File: src/rtl/eeprom_port_pkg.sv
package eeprom_port_pkg;

    localparam int BIT_DAT  = 0;
    localparam int BIT_SK   = 1;
    localparam int BIT_CS   = 2;
    localparam int BIT_SHFB = 3;
    localparam int BIT_EN   = 4;
    localparam int BIT_LOAD = 5;

    localparam int PORT_SK  = 0;
    localparam int PORT_DI  = 1;
    localparam int PORT_DO  = 2;

    typedef enum logic {
        ADDR_CTRL = 1'b0,
        ADDR_PORT = 1'b1
    } reg_addr_e;

    typedef struct packed {
        logic en;
        logic shfb;
        logic cs;
        logic sk;
        logic dat;
    } pin_state_t;

    function automatic logic [7:0] ctrl_image(pin_state_t s, logic busy, logic dout);
        logic [7:0] v;
        v = '0;
        v[BIT_DAT]  = dout;
        v[BIT_SK]   = s.sk;
        v[BIT_CS]   = s.cs;
        v[BIT_SHFB] = s.shfb;
        v[BIT_EN]   = s.en;
        v[BIT_LOAD] = busy;
        return v;
    endfunction

    function automatic logic [7:0] port_image(pin_state_t s, logic dout);
        logic [7:0] v;
        v = '0;
        if (s.en) begin
            v[PORT_SK] = s.sk;
            v[PORT_DI] = s.dat;
            v[PORT_DO] = dout;
        end
        return v;
    endfunction

endpackage

File: src/rtl/eeprom_ctrl_reg.sv
module eeprom_ctrl_reg
    import eeprom_port_pkg::*;
#(
    parameter int DW = 8
) (
    input  logic          clk,
    input  logic          rst,
    input  logic          wr_ctrl,
    input  logic          wr_port,
    input  logic [DW-1:0] wdata,
    output pin_state_t    state,
    output logic          load_start
);

    pin_state_t state_q;

    assign load_start = wr_ctrl && wdata[BIT_LOAD];
    assign state      = state_q;

    always_ff @(posedge clk) begin
        if (rst) begin
            state_q <= '0;
        end else if (wr_ctrl && !wdata[BIT_LOAD]) begin
            state_q.en <= wdata[BIT_EN];
            if (wdata[BIT_EN]) begin
                state_q.dat  <= wdata[BIT_DAT];
                state_q.sk   <= wdata[BIT_SK];
                state_q.cs   <= wdata[BIT_CS];
                state_q.shfb <= wdata[BIT_SHFB];
            end
        end else if (wr_port && state_q.en) begin
            state_q.sk  <= wdata[PORT_SK];
            state_q.dat <= wdata[PORT_DI];
        end
    end

    a_r3_frozen_when_off: assert property (@(posedge clk) disable iff (rst)
        (!(wr_ctrl && wdata[BIT_EN]) && !(wr_port && state_q.en))
        |=> ($stable(state_q.cs) && $stable(state_q.sk) && $stable(state_q.shfb)));

    a_r9_load_write_pure: assert property (@(posedge clk) disable iff (rst)
        load_start |=> $stable(state_q));

endmodule

File: src/rtl/eeprom_reload_seq.sv
module eeprom_reload_seq #(
    parameter int LOAD_CYCLES = 175000
) (
    input  logic clk,
    input  logic rst,
    input  logic start,
    output logic busy
);

    localparam int CW = $clog2(LOAD_CYCLES + 1);

    logic [CW-1:0] cnt_q;
    logic          busy_q;

    always_ff @(posedge clk) begin
        if (rst) begin
            busy_q <= 1'b0;
            cnt_q  <= '0;
        end else if (busy_q) begin
            if (cnt_q == '0) busy_q <= 1'b0;
            else             cnt_q  <= cnt_q - 1'b1;
        end else if (start) begin
            busy_q <= 1'b1;
            cnt_q  <= CW'(LOAD_CYCLES - 1);
        end
    end

    assign busy = busy_q;

    a_r9_start_sets_busy: assert property (@(posedge clk) disable iff (rst)
        (start && !busy_q) |=> busy_q);

    a_r9_count_in_range: assert property (@(posedge clk) disable iff (rst)
        busy_q |-> (int'(cnt_q) < LOAD_CYCLES));

    a_r9_ends_at_zero: assert property (@(posedge clk) disable iff (rst)
        $fell(busy_q) |-> ($past(cnt_q) == '0));

endmodule

File: src/rtl/eeprom_pin_drv.sv
module eeprom_pin_drv
    import eeprom_port_pkg::*;
#(
    parameter int DW = 8
) (
    input  pin_state_t    state,
    input  logic          busy,
    input  logic          ee_do,
    input  logic          rd_addr,
    output logic          ee_sk,
    output logic          ee_di,
    output logic          ee_cs,
    output logic          shf_busy,
    output logic [DW-1:0] rdata
);

    logic [7:0] img;

    always_comb begin
        ee_sk    = state.en & state.sk;
        ee_di    = state.en & state.dat;
        ee_cs    = state.en & state.cs;
        shf_busy = state.shfb;
        if (reg_addr_e'(rd_addr) == ADDR_CTRL) img = ctrl_image(state, busy, ee_do);
        else                                   img = port_image(state, ee_do);
    end

    generate
        if (DW > 8) begin : g_wide
            assign rdata = {{(DW-8){1'b0}}, img};
        end else begin : g_narrow
            assign rdata = img[DW-1:0];
        end
    endgenerate

endmodule

File: src/rtl/eeprom_port.sv
module eeprom_port
    import eeprom_port_pkg::*;
#(
    parameter int DW      = 8,
    parameter int CLK_MHZ = 125,
    parameter int LOAD_US = 1400
) (
    input  logic          clk,
    input  logic          rst,
    input  logic          bus_wr,
    input  logic          bus_rd,
    input  logic          bus_addr,
    input  logic [DW-1:0] bus_wdata,
    output logic [DW-1:0] bus_rdata,
    output logic          bus_ack,
    output logic          ee_sk,
    output logic          ee_di,
    output logic          ee_cs,
    input  logic          ee_do,
    output logic          shf_busy,
    output logic          load_busy
);

    localparam int LOAD_CYCLES = CLK_MHZ * LOAD_US;

    pin_state_t state;
    logic       load_start;
    logic       wr_ok;
    logic       wr_ctrl;
    logic       wr_port;

    assign bus_ack = (bus_wr || bus_rd) && !load_busy;
    assign wr_ok   = bus_wr && !load_busy;
    assign wr_ctrl = wr_ok && (reg_addr_e'(bus_addr) == ADDR_CTRL);
    assign wr_port = wr_ok && (reg_addr_e'(bus_addr) == ADDR_PORT);

    eeprom_ctrl_reg #(.DW(DW)) u_reg (
        .clk(clk), .rst(rst), .wr_ctrl(wr_ctrl), .wr_port(wr_port),
        .wdata(bus_wdata), .state(state), .load_start(load_start)
    );

    eeprom_reload_seq #(.LOAD_CYCLES(LOAD_CYCLES)) u_seq (
        .clk(clk), .rst(rst), .start(load_start), .busy(load_busy)
    );

    eeprom_pin_drv #(.DW(DW)) u_drv (
        .state(state), .busy(load_busy), .ee_do(ee_do), .rd_addr(bus_addr),
        .ee_sk(ee_sk), .ee_di(ee_di), .ee_cs(ee_cs), .shf_busy(shf_busy),
        .rdata(bus_rdata)
    );

    a_r10_no_ack_in_load: assert property (@(posedge clk) disable iff (rst)
        load_busy |-> !bus_ack);

    a_r10_pins_still_in_load: assert property (@(posedge clk) disable iff (rst)
        (load_busy && $past(load_busy)) |-> ($stable(ee_cs) && $stable(shf_busy)));

    a_r5_shfb_held_on_disable: assert property (@(posedge clk) disable iff (rst)
        $fell(state.en) |-> $stable(shf_busy));

    a_r4_pins_low_when_off: assert property (@(posedge clk) disable iff (rst)
        !state.en |-> (!ee_sk && !ee_di && !ee_cs));

endmodule

File: config.mk
export PLATFORM = sky130hd
export DESIGN_NAME = eeprom_port
export DESIGN_NICKNAME = d
export VERILOG_FILES = /design/src/rtl/eeprom_port_pkg.sv /design/src/rtl/eeprom_ctrl_reg.sv /design/src/rtl/eeprom_reload_seq.sv /design/src/rtl/eeprom_pin_drv.sv /design/src/rtl/eeprom_port.sv
export SDC_FILE = /design/constraint.sdc
export NUM_CORES = 1
export LEC_CHECK = 0
export CAP_MARGIN = 20
export CORE_UTILIZATION = 42
export CTS_BUF_LIST = sky130_fd_sc_hd__clkbuf_8
export DETAILED_ROUTE_END_ITERATION = 6
export GPL_ROUTABILITY_DRIVEN = 0
export PLACE_DENSITY = 0.68
export SLEW_MARGIN = 5
export SYNTH_ARGS = -nofsm -noshare
export SYNTH_HDL_FRONTEND = slang
export SYNTH_SLANG_ARGS = --single-unit
File: constraint.sdc
create_clock -name clk -period 1.6 [get_ports clk]
set_clock_uncertainty 0.05 [all_clocks]
set_input_delay 0.32 -clock clk [delete_from_list [all_inputs] [get_ports clk]]
set_output_delay 0.32 -clock clk [all_outputs]
set_load 0.01 [all_outputs]
# Word level (Yosys, flattened, before mapping)
# Index checks and enable logic that the tools add are counted.
[op_classes]
n_addsub = 1
n_eq_ne = 2
n_mux = 11
bitwise_logic = 4
reduce_logical = 16
[ops]
columns = ["operator", "n"]
rows = [
  ["$mux 18", 3],
  ["$logic_not 18->1", 1],
  ["$sub 18x1->18 const B", 1],
  ["$logic_and 1x1->1", 7],
  ["$mux 2", 3],
  ["$mux 6", 1],
  ["$reduce_and 2->1", 3],
  ["$ne 2x2->1 const B", 2],
  ["$reduce_bool 2->1", 2],
  ["$and 1x1->1", 3],
  ["$mux 1", 3],
  ["$mux 3", 1],
  ["$logic_not 1->1", 2],
  ["$logic_or 1x1->1", 1],
  ["$not 1->1", 1],
]
[totals]
ff_bits = 24
wordCells = 41

# Depth between registers and ports, before layout
[logic_depth]
ltp_word = 6
mapped_depth = 7
depth_no_buf = 6

# Modules after synthesis
# Synthesis repeated with hierarchy kept, for this count alone.
[unflattened]
cells_unflattened = 159
hier_area_um2 = 1366.3
[modules_own_cells]
columns = ["mod", "instances", "cells_per_inst", "area_each_um2", "seq_area_each_um2"]
rows = [
  ["eeprom_reload_seq", 1, 114, 982.2, 380.4],
  ["eeprom_ctrl_reg", 1, 27, 237.7, 100.1],
  ["eeprom_pin_drv", 1, 15, 115.1, 0.0],
  ["eeprom_port", 1, 3, 31.3, 0.0],
]

# Worst setup path after synthesis
# Ideal clock, no wire load.
[synth_path]
kind = "reg-to-reg"
startpoint = "reg u_seq.cnt_q[0]"
endpoint = "reg u_seq.cnt_q[1]"
setup_time_ns = 0.121
arrival_time_ns = 1.485
required_time_ns = 1.429
slack_ns = -0.056
path_stages_with_launch = 7
period_less_slack_ns = 1.656
cell_sequence = "dfxtp_1 inv_1 ha_1 nor4b_4 nand2_1 o21ai_1 mux2_2"
[synth_via]
elab_chain_len = 3
word_cells_on_any_way = 6
cone_classes = "1 x add/sub; 1 x eq/ne; 2 x mux; 2 x reduce/logical"
[synth_lines]
columns = ["element", "line_no", "rtl"]
rows = [
  ["start, declared", "eeprom_reload_seq.sv:12", "logic [CW-1:0] cnt_q;"],
  ["start signal, assigned", "eeprom_reload_seq.sv:21", "else cnt_q <= cnt_q - 1'b1;"],
  ["start signal, assigned", "eeprom_reload_seq.sv:24", "cnt_q <= CW'(LOAD_CYCLES - 1);"],
  ["$sub 18x1->18 / $logic_not 18->1 (equally long branches)", "eeprom_reload_seq.sv:21, eeprom_reload_seq.sv:20", ""],
  ["$mux 18 / $ne 2x2->1 (equally long branches)", "--", ""],
  ["$mux 18 / $reduce_and 2->1 (equally long branches)", "--", ""],
]
# Several ways; a longest one is shown, not always the timed one. The select of a mux whose other input is x is not followed.
# A chain may end at the register's enable or synchronous reset.

# Worst setup path in the final report
[layout_path]
startpoint = "reg u_seq.cnt_q[1]"
endpoint = "reg u_seq.cnt_q[10]"
# The elaborated chain is that of the path after synthesis.

==> flow_metrics.tcl <==
set metrics [dict create \
    status "complete, but fails checks" \
    violations "setup timing" \
    htree_levels 1 \
    grt-busiest-layer "met2" \
    seq_area_um2 492 \
    drt_iter0_markers 68 \
    synth.avg_cell_area_um2 8.44 \
    finalHoldViolCount 0 \
    antenna_found_initial 0 \
    place_inst 278 \
    fillers 281 \
    r2r-end "u_seq.cnt_q[10]" \
    ys_seq_area_share_pct 32.5 \
    synth_mux_area_share_pct 7.03 \
    path_max_fanout 4 \
    yosys_warnings 0 \
    antenna_left 0 \
    grt.met3_usage_pct 2.31 \
    critPathMaxStageDelay_ps 510 \
    post_synth_and_or_nand_nor_area_fraction_pct 38.4 \
    r2r_slack_ps -150 \
    cp.required_ps 1760 \
    start_util_pct 43.9 \
    r2r_cells 6 \
    peakVddDrop_mv 0.639 \
    period_share_pct 110 \
    worstPathCellList "inv_2 > ha_4 > nor4b_4 > nand3_2 > or4_1 > a21boi_1" \
    hold_start "u_reg.state[2]" \
    multiInputGateArea_um2 1070 \
    yosysUniqueCellTypes 48 \
    groute.usage.overall_pct 22.9 \
    nNetsFinal 265 \
    cp_num_buf_inv 1 \
    dieArea_um2 3760 \
    hpwl_um 2980 \
    rows 21 \
    met2_usage_pct 43.8 \
    grt_max_degree 15 \
    holdPathStages 2 \
    cts_buffers 3 \
    drv_slew 0 \
    pre_cts_ws_ps -511 \
    fmax_ghz 0.571 \
    final_cells 295 \
    io_pins 28 \
    post_drt_wl_per_cell_um 15.3 \
    grt_first_pass_wirelength_um 6350 \
    synth_area_um2 1480 \
    drive_gt1_share_pct 42.6 \
    setup_ws_ps -152 \
    grt_pass1_vias 1485 \
    synth_cells 175 \
    worstPathArrival_ps 1910 \
    clock_latency_ps 270 \
    met1_usage_pct 25.9 \
    fp.dieH_um 61.3 \
    path_delay_family "simple AND/OR/NAND/NOR gates" \
    core_area_um2 3360 \
    drc 0 \
    power_density_nw_per_um2 996 \
    synth_edf_count 0 \
    overflow 0 \
    synthAdderAreaFrac_pct 0.847 \
    tritoncts "built" \
    setup_viol 10 \
    async_flop_share_pct 0 \
    io_buffers 23 \
    hold_class "reg -> reg" \
    dr_total_vias 1661 \
    n_antenna_cell 0 \
    crit_type "reg -> reg" \
    cts_max_path_buffers 2 \
    r2r-start "u_seq.cnt_q[1]" \
    dr.pass1.iters 4 \
    yosys_register_bits 24 \
    synth_flop_cell "dfxtp_1" \
    die_w_um 61.3 \
    timing.hold.ws_ps 422 \
    ctsHoldBuffers 0 \
    cp-end-kind "flip-flop" \
    wl_um 4500 \
    area_growth_pct 59.0 \
    finalCriticalPeriod_ps 1750 \
    holdPathEnd "u_reg.state[2]" \
    cts_sinks 24 \
    synth_top_family_by_area "simple AND/OR/NAND/NOR gates" \
    clk_transition_reported_paths_ps 90 \
    total_leakage_power_uw 0.00102 \
    clockRootBuffer "clkbuf_8" \
    viasPerCell 5.63 \
    rsz0062_at_grt "true" \
    cp_slowest_cell "or4_1" \
    cp-start-kind "flip-flop" \
    maxCapViolations 0 \
    synth-xor-area-share_pct 0 \
    synth_compound_area_share_pct 15.5 \
]
## layer usage
metal / wire length [um] / share of wire [%] / vias to the layer above
met3: 288 / 6.4 / 9
met1: 1800 / 40 / 790
li1: - / - / 792
met4: 80 / 1.8 / 0
met5: 0 / 0 / -
met2: 2330 / 52 / 70
## cell type report
type / instances / area share (%)
clock buffer: 3 / 1.76
clock inverter: 1 / 1.28
inverter: 3 / 0.479
multi-input combinational: 138 / 45.4
sequential: 24 / 20.9
tap: 46 / 2.45
timing repair buffer: 80 / 27.7
## through the flow
stage          power [uW]  setup TNS (ps)  cell area [um2]  utilization [%]
3_3_place_gp         1500          -11820             2060             61.1
5_1_grt              2450           -1830             2350             69.9
4_1_cts              2150            -458             2220             66.0
3_5_place_dp         1530          -12580             2060             61.1
2_1_floorplan        1180           -39.8             1500                -
6_report             2340            -513             2350             69.9
## worst max-delay path by stage
stage                     depth (start not counted)              end           start  slack (ps)
after detailed placement                          6   u_reg.state[1]        bus_addr        -510
after global placement                            6   u_reg.state[1]        bus_addr        -480
after floorplan                                   6  u_seq.cnt_q[10]  u_seq.cnt_q[1]         -20
after global routing                              6  u_seq.cnt_q[10]  u_seq.cnt_q[1]        -250
after CTS                                         6  u_seq.cnt_q[10]  u_seq.cnt_q[1]        -130
final                                             6  u_seq.cnt_q[10]  u_seq.cnt_q[1]        -150
## cells by family after synthesis
family          after synthesis
simple gates                 90
compound gates               35
flops                        24
buf+inv                      14
mux                          10
fa+ha+maj                     1
other cells                   1
## worst register-to-register path, stage by stage (launching register included)
cell and delay [ps]:
dfxtp_2 340, inv_2 70, ha_4 130, nor4b_4 280, nand3_2 180, or4_1 510, a21boi_1 140
## state kept, by name (all words and copies together) (netlist names)
name,cells
u_seq.busy,1
u_seq.cnt_q,18
u_reg.state,5
## Yosys cell counts (all sizes together) (4+ instances only)
| cell | number | area, um2 |
|---|---|---|
| a211oi | 8 | 60.1 |
| mux2i | 7 | 70.1 |
| and2 | 4 | 26.3 |
| nand3 | 10 | 55.1 |
| or3 | 4 | 25.0 |
| clkbuf | 4 | 15.0 |
| and3 | 5 | 31.3 |
| buf | 7 | 53.8 |
| nor4 | 5 | 67.6 |
| nor3 | 7 | 35.0 |
| a21oi | 15 | 75.1 |
| nor2 | 18 | 67.6 |
| dfxtp | 24 | 480 |
| nand2 | 15 | 56.3 |
## cell usage in the layout (no fill, tap or decap), drive strengths merged, types with 5 or more instances in the layout
cell / instances
nand3: 10
dlygate4sd2: 8
nor3: 7
clkdlybuf4s50: 9
mux2i: 7
nand2: 15
a211oi: 8
and3: 5
nor2: 18
nor4: 5
a21oi: 15
dfxtp: 24
buf: 60
## report_power, final
| group | internal [uW] | total, uW | switching, uW |
|---|---|---|---|
| clock network | 335 | 546 | 211 |
| registers | 651 | 706 | 55.7 |
| logic | 568 | 1090 | 520 |
| total | 1550 | 2340 | 787 |
## what timing repair did
action | in CTS | in global routing
gates resized for setup | 39 | 25
endpoints found under the setup margin | 31 | 21
buffers inserted | 7 | 5
endpoints found under the hold margin | 0 | 0
pin swaps | 6 | 13
cloned | 1 | 0
No activity file was read; power rests on OpenSTA's default activity.
